===== src/rtl/cpu_pkg.sv =====
package cpu_pkg;

    localparam int CPU_DW = 8;
    localparam int CPU_AW = 4;
    localparam int CPU_NR = 4;

    typedef enum logic [2:0] {
        ST_FETCH  = 3'd0,
        ST_DECODE = 3'd1,
        ST_EXEC   = 3'd2,
        ST_MEMRD  = 3'd3,
        ST_MEMWR  = 3'd4,
        ST_OPB    = 3'd5,
        ST_ALUWB  = 3'd6
    } cpu_state_e;

    typedef enum logic [1:0] {
        OP_NOP   = 2'b00,
        OP_LOAD  = 2'b01,
        OP_STORE = 2'b10,
        OP_ALU   = 2'b11
    } opclass_e;

    typedef enum logic [1:0] {
        FN_ADD = 2'b00,
        FN_SUB = 2'b01,
        FN_MUL = 2'b10,
        FN_DIV = 2'b11
    } alu_fn_e;

    typedef struct packed {
        opclass_e   cls;
        logic [1:0] fld_hi;
        logic [1:0] fld_mid;
        logic [1:0] fld_lo;
    } instr_t;

    function automatic logic [CPU_AW-1:0] mem_field(instr_t i);
        return CPU_AW'({i.fld_mid, i.fld_lo});
    endfunction

    function automatic logic is_last_cycle(cpu_state_e st, opclass_e cls);
        return (st == ST_MEMRD) || (st == ST_MEMWR) || (st == ST_ALUWB) ||
               ((st == ST_EXEC) && (cls == OP_NOP));
    endfunction

endpackage


===== src/rtl/cpu_mem.sv =====
module cpu_mem #(
    parameter int DW = 8,
    parameter int AW = 4
) (
    input  logic          clk,
    input  logic          we,
    input  logic [AW-1:0] addr,
    input  logic [DW-1:0] wdata,
    output logic [DW-1:0] rdata
);
    localparam int DEPTH = 1 << AW;

    logic [DW-1:0] cells [DEPTH];

    always_ff @(posedge clk) begin
        if (we) begin
            cells[addr] <= wdata;
        end
    end

    assign rdata = cells[addr];
endmodule


===== src/rtl/cpu_regfile.sv =====
module cpu_regfile #(
    parameter int DW = 8,
    parameter int NR = 4
) (
    input  logic                   clk,
    input  logic                   rst,
    input  logic                   we,
    input  logic [$clog2(NR)-1:0]  waddr,
    input  logic [DW-1:0]          wdata,
    input  logic [$clog2(NR)-1:0]  raddr0,
    output logic [DW-1:0]          rdata0,
    input  logic [$clog2(NR)-1:0]  raddr1,
    output logic [DW-1:0]          rdata1,
    output logic [NR*DW-1:0]       all_o
);
    logic [DW-1:0] bank [NR];

    for (genvar g = 0; g < NR; g++) begin : g_reg
        always_ff @(posedge clk) begin
            if (rst) begin
                bank[g] <= '0;
            end else if (we && (waddr == g)) begin
                bank[g] <= wdata;
            end
        end
        assign all_o[g*DW +: DW] = bank[g];
    end

    assign rdata0 = bank[raddr0];
    assign rdata1 = bank[raddr1];
endmodule


===== src/rtl/cpu_alu.sv =====
module cpu_alu
    import cpu_pkg::*;
#(
    parameter int DW = 8
) (
    input  alu_fn_e       fn,
    input  logic [DW-1:0] a,
    input  logic [DW-1:0] b,
    output logic [DW-1:0] y
);
    always_comb begin
        unique case (fn)
            FN_ADD: y = a + b;
            FN_SUB: y = a - b;
            FN_MUL: y = a * b;
            FN_DIV: y = (b == '0) ? '1 : (a / b);
            default: y = '0;
        endcase
    end
endmodule


===== src/rtl/tiny_cpu.sv =====
module tiny_cpu
    import cpu_pkg::*;
#(
    parameter int DW = CPU_DW,
    parameter int AW = CPU_AW,
    parameter int NR = CPU_NR
) (
    input  logic             clk,
    input  logic             rst,
    input  logic             ld_en,
    input  logic [AW-1:0]    ld_addr,
    input  logic [DW-1:0]    ld_data,
    output logic [2:0]       state_o,
    output logic [AW-1:0]    pc_o,
    output logic [DW-1:0]    ir_o,
    output logic [NR*DW-1:0] regs_o
);
    localparam int RSW = $clog2(NR);

    cpu_state_e    st_q, st_d;
    logic [AW-1:0] pc_q;
    instr_t        ir_q;
    logic [AW-1:0] maddr_q;
    logic [DW-1:0] opb_q;

    logic          mem_we;
    logic [AW-1:0] mem_addr;
    logic [DW-1:0] mem_wdata, mem_rdata;

    logic           rf_we;
    logic [RSW-1:0] rf_waddr, rf_ra0, rf_ra1;
    logic [DW-1:0]  rf_wdata, rf_rd0, rf_rd1;
    logic [DW-1:0]  alu_y;
    logic           done;

    // next-state selection
    always_comb begin
        unique case (st_q)
            ST_FETCH:  st_d = ST_DECODE;
            ST_DECODE: st_d = ST_EXEC;
            ST_EXEC: begin
                unique case (ir_q.cls)
                    OP_LOAD:  st_d = ST_MEMRD;
                    OP_STORE: st_d = ST_MEMWR;
                    OP_ALU:   st_d = ST_OPB;
                    default:  st_d = ST_FETCH;
                endcase
            end
            ST_OPB:  st_d = ST_ALUWB;
            default: st_d = ST_FETCH;
        endcase
    end

    assign done = is_last_cycle(st_q, ir_q.cls);

    always_ff @(posedge clk) begin
        if (rst) begin
            st_q    <= ST_FETCH;
            pc_q    <= '0;
            ir_q    <= '0;
            maddr_q <= '0;
            opb_q   <= '0;
        end else begin
            st_q <= st_d;
            unique case (st_q)
                ST_FETCH:  maddr_q <= pc_q;
                ST_DECODE: ir_q    <= instr_t'(mem_rdata);
                ST_EXEC: begin
                    if (ir_q.cls == OP_LOAD || ir_q.cls == OP_STORE) begin
                        maddr_q <= mem_field(ir_q);
                    end
                end
                ST_OPB:  opb_q <= rf_rd1;
                default: ;
            endcase
            if (done) begin
                pc_q <= pc_q + 1'b1;
            end
        end
    end

    // memory port: load port owns it during reset
    assign mem_we    = (rst && ld_en) || (!rst && st_q == ST_MEMWR);
    assign mem_addr  = rst ? ld_addr : maddr_q;
    assign mem_wdata = rst ? ld_data : rf_rd0;

    // register file ports
    assign rf_ra0   = (st_q == ST_MEMWR) ? RSW'(ir_q.fld_hi) : RSW'(ir_q.fld_mid);
    assign rf_ra1   = RSW'(ir_q.fld_lo);
    assign rf_we    = (st_q == ST_MEMRD) || (st_q == ST_ALUWB);
    assign rf_waddr = (st_q == ST_MEMRD) ? RSW'(ir_q.fld_hi) : RSW'(ir_q.fld_mid);
    assign rf_wdata = (st_q == ST_MEMRD) ? mem_rdata : alu_y;

    cpu_mem #(.DW(DW), .AW(AW)) u_mem (
        .clk   (clk),
        .we    (mem_we),
        .addr  (mem_addr),
        .wdata (mem_wdata),
        .rdata (mem_rdata)
    );

    cpu_regfile #(.DW(DW), .NR(NR)) u_rf (
        .clk    (clk),
        .rst    (rst),
        .we     (rf_we),
        .waddr  (rf_waddr),
        .wdata  (rf_wdata),
        .raddr0 (rf_ra0),
        .rdata0 (rf_rd0),
        .raddr1 (rf_ra1),
        .rdata1 (rf_rd1),
        .all_o  (regs_o)
    );

    cpu_alu #(.DW(DW)) u_alu (
        .fn (alu_fn_e'(ir_q.fld_hi)),
        .a  (rf_rd0),
        .b  (opb_q),
        .y  (alu_y)
    );

    assign state_o = st_q;
    assign pc_o    = pc_q;
    assign ir_o    = ir_q;
endmodule


===== config.mk =====
export PLATFORM = sky130hd
export DESIGN_NAME = tiny_cpu
export DESIGN_NICKNAME = d
export VERILOG_FILES = /design/src/rtl/cpu_pkg.sv /design/src/rtl/cpu_mem.sv /design/src/rtl/cpu_regfile.sv /design/src/rtl/cpu_alu.sv /design/src/rtl/tiny_cpu.sv
export SDC_FILE = /design/constraint.sdc
export NUM_CORES = 1
export LEC_CHECK = 0
export BUFFER_PORTS_ARGS = -buffer_cell sky130_fd_sc_hd__buf_2
export CORE_MARGIN = 2
export CORE_UTILIZATION = 60
export CTS_BUF_LIST = sky130_fd_sc_hd__clkbuf_4
export DETAILED_ROUTE_END_ITERATION = 12
export HOLD_SLACK_MARGIN = 0.05
export PLACE_DENSITY = 0.78
export RECOVER_POWER = 100
export SYNTH_ARGS = -nofsm -noshare
export SYNTH_HDL_FRONTEND = slang
export SYNTH_SLANG_ARGS = --single-unit
export TNS_END_PERCENT = 30

===== constraint.sdc =====
create_clock -name clk -period 20.4 [get_ports clk]
set_input_delay 1.02 -clock clk [delete_from_list [all_inputs] [get_ports clk]]
set_output_delay 1.02 -clock clk [all_outputs]
set_load 0.005 [all_outputs]

Word-level counts from Yosys, hierarchy flattened
Memories as Yosys holds them, arrays and structs flattened. A register that Yosys moved wholly into a read port is not among the register bits.
Cells that the tools add are included.
Widths: inputs -> output; s select.
{"block": "word_totals", "memories": 2, "mem_bits_rw": 160, "word_cells": 86, "regBits": 19, "inputBits": 15, "output_inout_bits": 47}
{"name": "u_mem.cells", "words": 16, "word_bits": 8, "rd": 1, "rd_ports_with_merged_regs": 0, "wr": 1, "line_no": "cpu_mem.sv:13", "rtl": "logic [DW-1:0] cells [DEPTH];"}
{"name": "u_rf.bank", "words": 4, "word_bits": 8, "rd": 6, "rd_ports_with_merged_regs": 1, "wr": 4, "line_no": "cpu_regfile.sv:16", "rtl": "logic [DW-1:0] bank [NR];"}
{"block": "op_classes", "n_reduce_logical": 21, "bitwise": 4, "n_mul": 1, "n_eq_ne": 16, "muxes": 31, "addsub": 3, "n_div": 1}
{"op": "$mux 8", "count": 7}
{"op": "$pmux 8 s4", "count": 1}
{"op": "$mux 1", "count": 16}
{"op": "$eq 2x2->1 const B", "count": 6}
{"op": "$pmux 3 s4", "count": 1}
{"op": "$eq 3x3->1 const B", "count": 3}
{"op": "$pmux 3 s3", "count": 1}
{"op": "$add 8x8->8", "count": 1}
{"op": "$div 8x8->8", "count": 1}
{"op": "$logic_not 8->1", "count": 1}
{"op": "$mul 8x8->8", "count": 1}
{"op": "$mux 4", "count": 2}
{"op": "$pmux 4 s2", "count": 1}
{"op": "$sub 8x8->8", "count": 1}
{"op": "$logic_and 1x1->1", "count": 7}
{"op": "$eq 2x1->1 const B", "count": 3}
{"op": "$eq 3x2->1 const B", "count": 2}
{"op": "$logic_not 2->1", "count": 3}
{"op": "$logic_or 1x1->1", "count": 6}
{"op": "$add 4x1->4 const B", "count": 1}
{"op": "$mux 2", "count": 2}
{"op": "$or 1x1->1", "count": 4}
{"op": "$eq 3x1->1 const B", "count": 1}
{"op": "$logic_not 3->1", "count": 1}
{"op": "other kinds (4)", "count": 4}

Longest topological paths before layout
{"block": "logic_depth", "ltp_word": 8, "mapped_depth": 60, "ltp_nobuf": 56}

By module
A second synthesis with hierarchy kept.
{"block": "hier_totals", "cells_unflattened": 912, "hier_area_um2": 11288.3}
{"module": "cpu_mem", "seq_area_each_um2": 3843.7, "n_inst": 1, "area_per_inst_um2": 4907.2, "cells_each": 222}
{"module": "cpu_alu", "seq_area_each_um2": 0.0, "n_inst": 1, "area_per_inst_um2": 3289.4, "cells_each": 428}
{"module": "cpu_regfile", "seq_area_each_um2": 960.9, "n_inst": 1, "area_per_inst_um2": 1614.0, "cells_each": 106}
{"module": "tiny_cpu", "seq_area_each_um2": 540.5, "n_inst": 1, "area_per_inst_um2": 1477.7, "cells_each": 156}

Worst setup path after synthesis
OpenSTA, ideal clock, no wires.
{"block": "synth_path", "kind": "register to register", "startpoint": "reg st_q[2], in the netlist state_o[2]", "endpoint": "mem u_rf.bank[1][0], data pin", "stages_incl_launch_ff": 60, "required_ps": 20132, "period_less_slack_ps": 12282, "n_path_buf": 4, "setup_time_ps": 268, "arrival_ps": 12014, "setup_slack_ps": 8118, "path_cell_list": "dfxtp_1 > buf_4 > or3b_1 > buf_6 > mux2i_4 > buf_6 > mux2i_1 > mux2i_4 > ha_1 > and3_1 > o21a_1 > ha_1 > o21a_1 > o211ai_1 > nand2_1 > o21ai_0 > ha_1 > o21a_1 > [24 not listed] > o21ai_0 > ha_1 > o21a_1 > o21a_1 > o21ai_0 > a21boi_0 > o31ai_1 > a21oi_2 > mux2i_1 > ha_1 > a21boi_0 > o21a_1 > o21a_1 > o21a_1 > o21ai_0 > a21oi_1 > o21ai_0 > nor2_1"}
{"element": "from (decl)", "line_no": "tiny_cpu.sv:20", "rtl": "cpu_state_e st_q, st_d;"}
{"element": "from (signal assigned)", "line_no": "tiny_cpu.sv:64", "rtl": "st_q <= st_d;"}
{"element": "to (decl)", "line_no": "cpu_regfile.sv:16"}

==> qor.csv <==
metric,value,unit
Post-Synth Adder-Cell Area,10.09,%
area fraction in compound gates after synthesis,10.40,%
number of synthesized flops with an enable pin,160,
H-tree Lvls,4,
period utilization,77.16,%
kind of critical path,flip-flop to flip-flop,
GR Util All Layers,28.55,%
CP arrival,16090,ps
post-cts gate resize count,0,
# clock sinks,187,
share of cells above drive strength 1,10.55,%
"FFs w/ async S/R, synth",0,%
initial core utilization,61.09,%
required time of the critical path,20750,ps
PwrDens,180.3,nW/µm²
Hold Buf Count CTS,0,
final setup fails,0,
failing checks,"capacitance limit, slew limit",
detailed placer's ending HPWL,19810,µm
Clock Latency Late Sink,610,ps
Max-Slew Margin vs Limit,-126.5,%
TritonRoute pass-1 iters,6,
drt drc,0,
Yosys warning count,0,
xor/xnor share of the synthesized area,2.846,%
outcome,"complete, but fails checks",
slowest cell delay on critical path,1190,ps
Worst Max-Slew Pin Slew,3397,ps
Avg Synthesized Cell Area,10.56,µm²
routed via count,8613,
clock buffer count from CTS,17,
pin count of the biggest net entering global routing,67,
Root Buffer,clkbuf_4,
Ports,62,
Final Critical Period,15740,ps
Syn Std Cell Area,11390,µm²
routed vias/inst,6.278,
Max-cap violations,5,
overall die width,141.8,µm
cell row count,50,
HP Class,flip-flop to flip-flop,
"Hold Vio Cnt, Final",0,
"top cells by area, synth","edfxtp_1, ha_1, nand2_1",
largest family of logic cells by synthesized area,simple AND/OR/NAND/NOR gates,
simple-gate share of the synthesized area,15.06,%
Die Y-Extent,141.8,µm
area of the die,20100,µm²
Port Buf Inserts,61,
RSZ-0062 raised after global routing,no,
WP buf/inv,1,
Layout area overhead,6.185,%
first-pass GRT wire length,43730,µm
Final Max Tran Viols,208,
core footprint,18640,µm²
clock skew,40.47,ps
Startpoint Class,flip-flop,
vias in the first global route,8222,
Clock Path Buffers,2,
"CP delay by family, top",compound AO/OA/AOI/OAI gates,
"Primary FF master, synth",edfxtp_1,
Yosys top cell area share,42.19,%
"Core Util, Final",64.87,%
Nets,1223,
library cell with the largest summed area after synthesis,edfxtp_1,
CTS tree,built,
mux share of post-synthesis cell area,10.88,%
slowest CP cell,mux2i_1,
Peak VDD IR,0.2720,mV
Placer Congestion,0.9185,
CP endpoint kind,flip-flop,
Max Fclk,63.53,MHz
buffer count from post-CTS setup fixing,0,
post-route antenna net violation count,0,
CP max FO,18,
Worst-path clk slew,190,ps
Lkg Pwr,0.004686,µW
final WL,28090,µm
setup TNS,0,ps
sequential fraction of the synthesis area,46.93,%
gr ovfl total,0,
CP most frequent cell,o21a_1,
net count after synthesis,1177,
DR WL/cell,20.47,µm
initial DRC count,836,
Unique masters post-synth,69,
#FFs+latches synth,187,
post-synthesis cell count,1078,
initial antenna violation count,1,
[worst reg2reg max path: cells and delay by family (launching register included)]
family / cells / cell delay, ps
AOI/OAI and AO/OA: 34 / 8340
buffers and inverters: 1 / 70
adders and majority gates: 8 / 2510
muxes: 6 / 2960
and+or+nand+nor: 5 / 930
DFF: 1 / 680
[cells in the mapped netlist (4+ instances only)]
master,count
a21boi_0,6
a21o_1,5
a21oi_1,34
a221oi_1,4
a311oi_1,18
a31oi_1,15
a32oi_1,4
and3_1,15
buf_1,6
buf_6,4
clkbuf_1,34
dfxtp_1,27
edfxtp_1,160
fa_1,13
ha_1,71
inv_1,51
mux2_2,15
mux2i_1,60
mux2i_4,4
mux4_2,15
nand2_1,175
nand2b_1,6
nand3_1,31
nor2_1,115
nor2b_1,9
nor3_1,16
o211ai_1,6
o21a_1,16
o21ai_0,35
o21ai_1,7
o31ai_1,5
or2_2,4
or3_1,7
xnor2_1,22
xor2_1,8
[per-stage QoR]
| step | setup WS, ps | hold slack, ps | power, µW | area [µm²] | std cells |
|---|---|---|---|---|---|
| 2_1_floorplan | 8118 | 445.5 | 1661 | 11390 | 1078 |
| 3_3_place_gp | 6744 | 497.1 | 1927 | 11900 | 1339 |
| 3_5_place_dp | 6290 | 500.0 | 1954 | 11900 | 1339 |
| 4_1_cts | 6153 | 524.0 | 2163 | 12200 | 1371 |
| 5_1_grt | 3255 | 550.4 | 2391 | 12090 | 1372 |
| 6_report | 4660 | 510.1 | 2181 | 12090 | 1372 |
[per-layer routing]
layer	vias up	GRT usage, %	part of all wire, %
li1	3987	-	-
met1	4130	37.82	40
met2	421	47.19	49
met3	75	5.704	7.7
met4	0	10.26	3.5
met5	-	0	0
[state kept, by name, indices dropped and copies added (netlist names)]
register / cells
maddr_q: 4
ir_o: 6
u_rf.bank: 32
opb_q: 8
u_mem.cells: 128
rf_ra1: 2
state_o: 3
pc_o: 4
[placed cells by master, fill, tap and decap left out, types with 31 or more instances in the layout]
cell type	n
mux2i_1	61
inv_1	53
buf_2	39
ha_1	71
a21oi_1	35
nor2_1	115
clkbuf_1	32
nand2_1	175
nand3_1	31
edfxtp_1	160
o21ai_0	39
[final timing paths]
check,start,endpoint,slack (ps),cells past startpoint
setup / recovery,state_o[1]$_SDFF_PP0_,u_rf.bank[1][0]$_SDFFCE_PN0P_,4660,54
hold reg to reg,maddr_q[1]$_SDFFE_PP0P_,maddr_q[1]$_SDFFE_PP0P_,510,2
setup reg to reg,state_o[1]$_SDFF_PP0_,u_rf.bank[1][0]$_SDFFCE_PN0P_,4660,54
hold / removal,maddr_q[1]$_SDFFE_PP0P_,maddr_q[1]$_SDFFE_PP0P_,510,2
[area by class of cell]
| type | count | area, µm² |
|---|---|---|
| inverter | 55 | 206.4 |
| antenna | 1 | 2.502 |
| tap | 234 | 292.8 |
| fill | 1501 | 6550 |
| sequential | 187 | 5345 |
| clock inverter | 15 | 173.9 |
| timing repair buffer | 76 | 349.1 |
| multi-input combinational | 787 | 5595 |
| clock buffer | 17 | 127.6 |
[kinds of logic (layout without fill, tap and decap cells)]
group,count (synthesis),count (layout)
mux,97,97
compound gates,177,177
xor+xnor,33,33
simple gates,396,396
buf+inv,104,163
other cells,0,1
flops,187,187
fa+ha+maj,84,84
[power breakdown]
| group | switching, µW | internal [µW] |
|---|---|---|
| Clock | 148 | 56.7 |
| Sequential | 9.81 | 429 |
| Combinational | 826 | 712 |
Power figures use the tool's default switching activity.
